`src/rtl/clkstat_pkg.sv`:
```
package clkstat_pkg;
    typedef enum logic [1:0] {
        LK_OFF    = 2'd0,
        LK_ACQ    = 2'd1,
        LK_LOCKED = 2'd2,
        LK_HOLD   = 2'd3
    } lk_state_t;

    localparam int STAT_W   = 8;
    localparam int B_LOL    = 7;
    localparam int B_LOCK   = 6;
    localparam int B_PLLST  = 5;
    localparam int B_IREFST = 4;
    localparam int B_CLKLO  = 2;
    localparam int B_OSC    = 1;
    localparam int B_FTRIM  = 0;
endpackage

```
`src/rtl/cs_sync.sv`:
```
module cs_sync #(
    parameter int W      = 1,
    parameter int STAGES = 2
) (
    input  logic         clk,
    input  logic         rst_n,
    input  logic [W-1:0] d,
    output logic [W-1:0] q
);
    logic [W-1:0] stg [STAGES];

    always_ff @(posedge clk or negedge rst_n) begin
        if (!rst_n) begin
            for (int i = 0; i < STAGES; i++) stg[i] <= '0;
        end else begin
            stg[0] <= d;
            for (int i = 1; i < STAGES; i++) stg[i] <= stg[i-1];
        end
    end

    assign q = stg[STAGES-1];
endmodule

```
`src/rtl/cs_cfg_watch.sv`:
```
module cs_cfg_watch #(
    parameter int RDIV_W = 3,
    parameter int TRIM_W = 8,
    parameter int VDIV_W = 4
) (
    input  logic              clk,
    input  logic              rst_n,
    input  logic              ref_int_sel,
    input  logic              loop_pll_sel,
    input  logic [RDIV_W-1:0] ref_div,
    input  logic [TRIM_W-1:0] trim,
    input  logic [VDIV_W-1:0] vco_div,
    input  logic              fll_int_mode,
    input  logic              pll_ext_mode,
    output logic              cfg_chg
);
    logic              prev_vld;
    logic              ref_q, loop_q;
    logic [RDIV_W-1:0] rdiv_q;
    logic [TRIM_W-1:0] trim_q;
    logic [VDIV_W-1:0] vdiv_q;

    always_ff @(posedge clk or negedge rst_n) begin
        if (!rst_n) begin
            prev_vld <= 1'b0;
            ref_q    <= 1'b0;
            loop_q   <= 1'b0;
            rdiv_q   <= '0;
            trim_q   <= '0;
            vdiv_q   <= '0;
        end else begin
            prev_vld <= 1'b1;
            ref_q    <= ref_int_sel;
            loop_q   <= loop_pll_sel;
            rdiv_q   <= ref_div;
            trim_q   <= trim;
            vdiv_q   <= vco_div;
        end
    end

    always_comb begin
        cfg_chg = prev_vld && ((ref_int_sel != ref_q)
                            || (loop_pll_sel != loop_q)
                            || (ref_div != rdiv_q)
                            || (fll_int_mode && (trim != trim_q))
                            || (pll_ext_mode && (vco_div != vdiv_q)));
    end
endmodule

```
`src/rtl/cs_lock_fsm.sv`:
```
module cs_lock_fsm
    import clkstat_pkg::*;
(
    input  logic clk,
    input  logic rst_n,
    input  logic det_en,
    input  logic acq,
    input  logic oot,
    input  logic cfg_chg,
    input  logic stop_req,
    input  logic blp,
    output logic locked,
    output logic lol_set
);
    lk_state_t st, nxt;
    logic      stop_q;
    logic      stop_entry;

    assign stop_entry = stop_req && !stop_q;

    always_ff @(posedge clk or negedge rst_n) begin
        if (!rst_n) begin
            st     <= LK_OFF;
            stop_q <= 1'b0;
        end else begin
            st     <= nxt;
            stop_q <= stop_req;
        end
    end

    always_comb begin
        nxt = st;
        unique case (st)
            LK_OFF: begin
                if (det_en) nxt = blp ? LK_HOLD : LK_ACQ;
            end
            LK_ACQ: begin
                if (!det_en)                              nxt = LK_OFF;
                else if (blp)                             nxt = LK_HOLD;
                else if (acq && !cfg_chg && !stop_entry)  nxt = LK_LOCKED;
            end
            LK_LOCKED: begin
                if (!det_en)                              nxt = LK_OFF;
                else if (blp)                             nxt = LK_HOLD;
                else if (cfg_chg || stop_entry || oot)    nxt = LK_ACQ;
            end
            LK_HOLD: begin
                if (!det_en)                              nxt = LK_OFF;
                else if (!blp)                            nxt = LK_ACQ;
            end
            default: nxt = LK_OFF;
        endcase
    end

    always_comb begin
        locked  = (st == LK_LOCKED);
        lol_set = (st == LK_LOCKED) && det_en && oot;
    end
endmodule

```
`src/rtl/clkgen_lock_status.sv`:
```
module clkgen_lock_status
    import clkstat_pkg::*;
#(
    parameter int RDIV_W      = 3,
    parameter int TRIM_W      = 8,
    parameter int VDIV_W      = 4,
    parameter int SYNC_STAGES = 2
) (
    input  logic              clk,
    input  logic              rst_n,
    input  logic              fll_en,
    input  logic              pll_en,
    input  logic              fll_int_mode,
    input  logic              pll_ext_mode,
    input  logic              ref_int_sel,
    input  logic              loop_pll_sel,
    input  logic [1:0]        clk_mode_sel,
    input  logic [RDIV_W-1:0] ref_div,
    input  logic [TRIM_W-1:0] trim,
    input  logic [VDIV_W-1:0] vco_div,
    input  logic              osc_ready,
    input  logic              stop_req,
    input  logic              blp_mode,
    input  logic              lk_acquired,
    input  logic              lk_out_of_tol,
    input  logic              lol_irq_en,
    input  logic              wr_en,
    input  logic [STAT_W-1:0] wr_data,
    output logic [STAT_W-1:0] status,
    output logic              lol_irq
);
    localparam int MIR_W = 5;

    logic             cfg_chg, locked, lol_set;
    logic             lol_flag, ftrim_q;
    logic [MIR_W-1:0] mir_d, mir_q;
    logic             wr_unused;

    assign wr_unused = ^wr_data[B_LOCK:B_OSC];

    cs_cfg_watch #(.RDIV_W(RDIV_W), .TRIM_W(TRIM_W), .VDIV_W(VDIV_W)) u_watch (
        .clk(clk), .rst_n(rst_n),
        .ref_int_sel(ref_int_sel), .loop_pll_sel(loop_pll_sel),
        .ref_div(ref_div), .trim(trim), .vco_div(vco_div),
        .fll_int_mode(fll_int_mode), .pll_ext_mode(pll_ext_mode),
        .cfg_chg(cfg_chg)
    );

    cs_lock_fsm u_fsm (
        .clk(clk), .rst_n(rst_n),
        .det_en(fll_en || pll_en),
        .acq(lk_acquired), .oot(lk_out_of_tol),
        .cfg_chg(cfg_chg), .stop_req(stop_req), .blp(blp_mode),
        .locked(locked), .lol_set(lol_set)
    );

    assign mir_d = {loop_pll_sel, ref_int_sel, clk_mode_sel, osc_ready};

    cs_sync #(.W(MIR_W), .STAGES(SYNC_STAGES)) u_sync (
        .clk(clk), .rst_n(rst_n), .d(mir_d), .q(mir_q)
    );

    always_ff @(posedge clk or negedge rst_n) begin
        if (!rst_n) begin
            lol_flag <= 1'b0;
            ftrim_q  <= 1'b0;
        end else begin
            if (lol_set)
                lol_flag <= 1'b1;
            else if (wr_en && wr_data[B_LOL])
                lol_flag <= 1'b0;
            if (wr_en)
                ftrim_q <= wr_data[B_FTRIM];
        end
    end

    always_comb begin
        status          = '0;
        status[B_LOL]   = lol_flag;
        status[B_LOCK]  = locked;
        status[B_PLLST:B_OSC] = mir_q;
        status[B_FTRIM] = ftrim_q;
        lol_irq         = lol_flag && lol_irq_en;
    end
endmodule

```
`config.mk`:
```
export PLATFORM = sky130hd
export DESIGN_NAME = clkgen_lock_status
export DESIGN_NICKNAME = d
export VERILOG_FILES = /design/src/rtl/clkstat_pkg.sv /design/src/rtl/cs_sync.sv /design/src/rtl/cs_cfg_watch.sv /design/src/rtl/cs_lock_fsm.sv /design/src/rtl/clkgen_lock_status.sv
export SDC_FILE = /design/constraint.sdc
export NUM_CORES = 1
export LEC_CHECK = 0
export CAP_MARGIN = 20
export CORE_AREA = 2 2 58 60
export DETAILED_ROUTE_END_ITERATION = 16
export DIE_AREA = 0 0 60 62
export GPL_TIMING_DRIVEN = 0
export HOLD_SLACK_MARGIN = 0.02
export PLACE_DENSITY = 0.81
export SYNTH_ARGS = -nofsm -noshare
export SYNTH_HDL_FRONTEND = slang
export SYNTH_HIERARCHICAL = 1
export SYNTH_SLANG_ARGS = --single-unit
```
`constraint.sdc`:
```
create_clock -name clk -period 3.65 [get_ports clk]
set_clock_uncertainty 0.05 [all_clocks]
set_input_delay 0.5475 -clock clk [delete_from_list [all_inputs] [get_ports clk]]
set_output_delay 0.5475 -clock clk [all_outputs]
set_load 0.05 [all_outputs]
```
======== Word-level counts from Yosys, hierarchy flattened ========
Index checks and enable logic that the tools add are counted.
word-level totals
  register bits after elaboration ......... 33
  word-level logic and storage cells ...... 60
  output and inout port bits .............. 9
  bits of input ports ..................... 40
operators by class
  mux-type cells .......................... 13
  reductions and logical operators ........ 23
  equal/unequal tests ..................... 12
operators by type and width
  cell                number
  $mux 2              10
  $logic_and 1x1->1   10
  $ne 4x4->1 const B  2
  $ne 8x8->1          1
  $pmux 2 s4          1
  $logic_or 1x1->1    7
  $eq 2x2->1 const B  2
  $ne 4x4->1          1
  $reduce_and 4->1    1
  $logic_not 1->1     3
  $ne 3x3->1          1
  $ne 3x3->1 const B  1
  $eq 2x1->1 const B  1
  $logic_not 2->1     1
  $mux 1              2
  $ne 1x1->1          2
  $ne 2x1->1 const B  1
  $reduce_bool 2->1   1

======== Longest topological paths before layout ========
  depth in word-level cells ............... 13
  gate-level depth with buffers ........... 6
  depth with buffers taken out ............ 6

======== By module ========
Netlist, hierarchy kept.
modules (own cells, without submodules)
  module              area an instance (um^2)  sequential area each (um^2)  cells an instance  times used
  cs_cfg_watch        654.4                    450.4                        43                 1
  cs_sync             287.8                    250.2                        15                 1
  cs_lock_fsm         146.4                    75.1                         14                 1
  clkgen_lock_status  111.4                    50.0                         10                 1

======== Worst setup path before layout ========
OpenSTA, ideal clock, no wires.
  path type ............................... input -> register
  from .................................... input port vco_div[0]
  to ...................................... register u_fsm.st[0]
  slack ................................... 1,877 ps
  stages on the path ...................... 6
  data arrival time ....................... 1,599 ps
  data required time ...................... 3,476 ps
  setup time .............................. 124 ps
  cell sequence ........................... xnor2_1 > nand4_1 > a2111oi_2 > a21boi_1 > a21o_1 > o31a_1
between the ends
  word-level cells in the longest chain between the ends .. 9
  elaborated cells between the ends (all ways) .. 12
  those cells by class .................... eq/ne: 3; reduce/logical: 9
RTL lines
  what                            RTL line                  RTL
  from (decl)                     clkgen_lock_status.sv:20  input logic [VDIV_W-1:0] vco_div,
  $ne 4x4->1 (*)                  cs_cfg_watch.sv:46        || (pll_ext_mode && (vco_div != vdiv_q)));
  $logic_and 1x1->1 (*)           cs_cfg_watch.sv:46
  $logic_or 1x1->1 (*)            cs_cfg_watch.sv:46
  $logic_and 1x1->1 (*)           cs_cfg_watch.sv:42        cfg_chg = prev_vld && ((ref_int_sel != ref_q)
  via cfg_chg                     clkgen_lock_status.sv:34  logic cfg_chg, locked, lol_set;
  $logic_not 1->1                 cs_lock_fsm.sv:40         else if (acq && !cfg_chg && !stop_entry) nxt = LK_LOCKED;
  $logic_and 1x1->1 (2 in a row)  cs_lock_fsm.sv:40
  $ne 4x4->1 (no line)            -
  $reduce_and 4->1 (no line) (*)  -
  to (signal assigned)            cs_lock_fsm.sv:26         st <= nxt;
  to (decl)                       cs_lock_fsm.sv:15         lk_state_t st, nxt;
The timed path passes the listed nets; every way through them passes the cells marked *.
A chain may end at the register's enable or synchronous reset.

======== Worst setup path after layout ========
  from .................................... input port lol_irq_en
  to ...................................... output port lol_irq
between the ends
  word-level cells in the longest chain between the ends .. 1
RTL lines
  what               RTL line                  RTL
  from (decl)        clkgen_lock_status.sv:26  input logic lol_irq_en,
  $logic_and 1x1->1  clkgen_lock_status.sv:83  lol_irq = lol_flag && lol_irq_en;
  to (decl)          clkgen_lock_status.sv:30  output logic lol_irq
Every way passes these cells.

==> impl_results.md <==
* Status: finished clean
* Comb power frac at 15.9%
* Switching part of the total at 22.3%
* Commonest non-fill, non-tap cell in the layout: clkdlybuf4s50_1
* Detailed Route Iter0 Violations at 9
* Post-CTS sizing at 0
* Switching Power at 0.000178 W
* Multi-input logic area at 303 µm²
* Die width at around 60 µm
* Min Tclk post-route at ~2.5 ns
* Drc violations at 0
* CTS Buf Count at 5
* Die height at 62 µm
* WL per Instance at 11.6 µm
* Die Footprint at between 3000 and 4000 µm²
* Pleak at between 0.7 and 0.8 nW
* Reg2Reg Launch Point: u_watch/vdiv_q[0]$_DFF_PN0_
* Clk_lat worst skew at 0.33 ns
* Final setup TNS at 0 ns
* Max-cap check violation count at 0
* Gr ovfl total at 0
* Post-route antenna net violation count at 0
* FF+latch count, synth at 33
* Routability cong. at 0.580
* Cells after DPL at 171
* Post-Layout Cell Count at 179
* DRT Pass-1 Iters at 3
* Clock Sinks at 33
* CTS tree: yes
* CTS root buffer: clkbuf_4
* CP Capture Type: output pin
* WS Path Type: input pin to output pin
* Worst slew pin tran at 0.794 ns
* # fillers at 277
* Dpl hpwl at roughly 1.7 mm
* Seq pwr share at 49.4%
* Max IR drop VDD at roughly 310 µV
* Critical path arrival at roughly 1.9 ns
* Yosys warnings at 6
* Top cell type's share of synthesized area at 68.8%
* Post-CTS Setup Bufs at 0
* Synthesized area per cell at about 15 µm²
* Syn_nets at 122
* Power density over the cells at between 400 and 500 nW/µm²
* GRT Resource Usage Total at between 10% and 20%
* HP Start: u_sync/stg[9]$_DFF_PN0_
* Fin. Hold Viols at 0
* Worst-path fanout max at 1
* Worst-path clk slew at 0.09 ns
* # diodes at 0
* Cell internal pwr at 0.000621 W
* Clk buf depth at 2
* Routed wire length at 2.07 mm
* Port-buffer cells at 42
* Final core occ at 56.3%
* # hold bufs at CTS at 0
* Register area share after synthesis at 68.8%
* Slew Limit Fails at 0
* Initial antenna violation count at 0
* Post-synth top area cell: dfrtp_1
* Area Overhead vs Synth at 49.2%
* Final hold slack at 0.305 ns
* Global-route wire length before repair at between 3 and 4 mm
* Commonest non-fill, non-tap cells in the layout: 42 x clkdlybuf4s50_1, 33 x dfrtp_1, 15 x xnor2_1
* Net count, final at approximately 170
* Via count at 741
* Startpoint types: input pin
* Largest net degree at the start of global routing at 19
* Vias/cell at 4.14
* # rows at 21
* Post-Syn Area at 1200 µm²
* Number of distinct library cells after synthesis at 21
* Achievable Freq at 0.400 GHz
* Top cells by area, synth: dfrtp_1 69%, xnor2_1 11%, buf_4 5.0%, nand4_1 1.6%, xor2_1 1.5%
* RSZ-0062 raised after global routing: no
* Vias in the first global route at 773
* Slew margin rel. at 46.9%
* Layout cells sized above 1 at between 10% and 20%
* CP Data Required Time at roughly 3.1 ns
* FF+latch area at 826 µm²
* Core area at 3180 µm²
* Worst setup path startpoint: lol_irq_en
* Post-Syn Instances at 82
* Htree depth at 2
* Fin crit share at 68.5%
* IO Count at 49
* Min-delay worst type: flop to flop
* Clock power frac at 34.7%
* Initial core utilization at roughly 38%
* Setup violators final at 0
Yosys cell counts, drive strengths merged:
library cell	n
nand4	3
or2	1
mux2	1
and2	1
o31ai	1
a21boi	1
buf	8
nand3	1
xnor2	15
conb	1
nor2b	1
a21o	2
a2111oi	1
dfrtp	33
o21ai	1
nand2	3
xor2	2
inv	3
o31a	1
a2bb2oi	1
and3	1
metal layers:
metal | vias up | wire length (µm) | GRT usage, %
li1 | 358 | - | -
met1 | 348 | 722 | 12.0
met2 | 32 | 1140 | 23.1
met3 | 3 | 180 | 5.59
met4 | 0 | 33 | 5.71
met5 | - | 0 | 0
flip-flops by register name (all words and copies together) (netlist names), 2 cells and up:
name / cells
u_watch/trim_q: 8
u_sync/q: 5
u_fsm/st: 2
u_watch/vdiv_q: 4
u_sync/stg: 5
u_watch/rdiv_q: 3
path summary, 6_finish.rpt:
check	slack (ns)	to	cells after the start
min	0.31	u_sync/q[4]$_DFF_PN0_	0
max in group asynchronous	2.37	u_watch/trim_q[5]$_DFF_PN0_	2
min in group asynchronous	0.62	u_watch/ref_q$_DFF_PN0_	1
max reg2reg	1.93	u_fsm/st[0]$_DFFE_PN0P_	6
max	1.15	lol_irq	3
min reg2reg	0.31	u_sync/q[4]$_DFF_PN0_	0
cell families (layout without fill, tap and decap cells):
logic type	after synthesis	after routing	synth area share (%)
flops	33	33	68.8
xor+xnor	17	17	12.4
simple gates	11	11	5.63
compound gates	8	8	5.63
buf+inv	11	62	5.94
mux	1	1	1.25
other cells	1	1	0.313
worst max-delay path, cell delays in order:
cell             delay (ns)
clkdlybuf4s50_1        0.45
and2_1                 0.11
clkdlybuf4s50_1        0.79
through the flow:
step,instance area [µm²],setup WS [ns],power (W)
finish,1790,1.15,0.000799
CTS,1790,1.14,0.000811
global route,1790,1.12,0.000837
global placement,1680,1.16,0.000522
detailed placement,1710,1.15,0.000531
floorplan,1200,1.88,0.000462
power by group through the flow:
stage | sequential, W | combinational, W | clock [W]
2_1_floorplan | 0.000400 | 0.0000620 | 0
3_3_place_gp | 0.000401 | 0.000122 | 0
3_5_place_dp | 0.000403 | 0.000129 | 0
4_1_cts | 0.000395 | 0.000129 | 0.000287
5_1_grt | 0.000397 | 0.000136 | 0.000303
6_report | 0.000395 | 0.000127 | 0.000277
layout make-up:
cell class                 instances  area share (%)
clock buffer                       7            3.07
timing repair buffer              43            25.0
buffer                             8            3.35
clock inverter                     1            1.68
tap                               46            3.21
inverter                           3           0.629
sequential                        33            46.1
multi-input combinational         38            16.9
No activity file was read; power rests on OpenSTA's default activity.
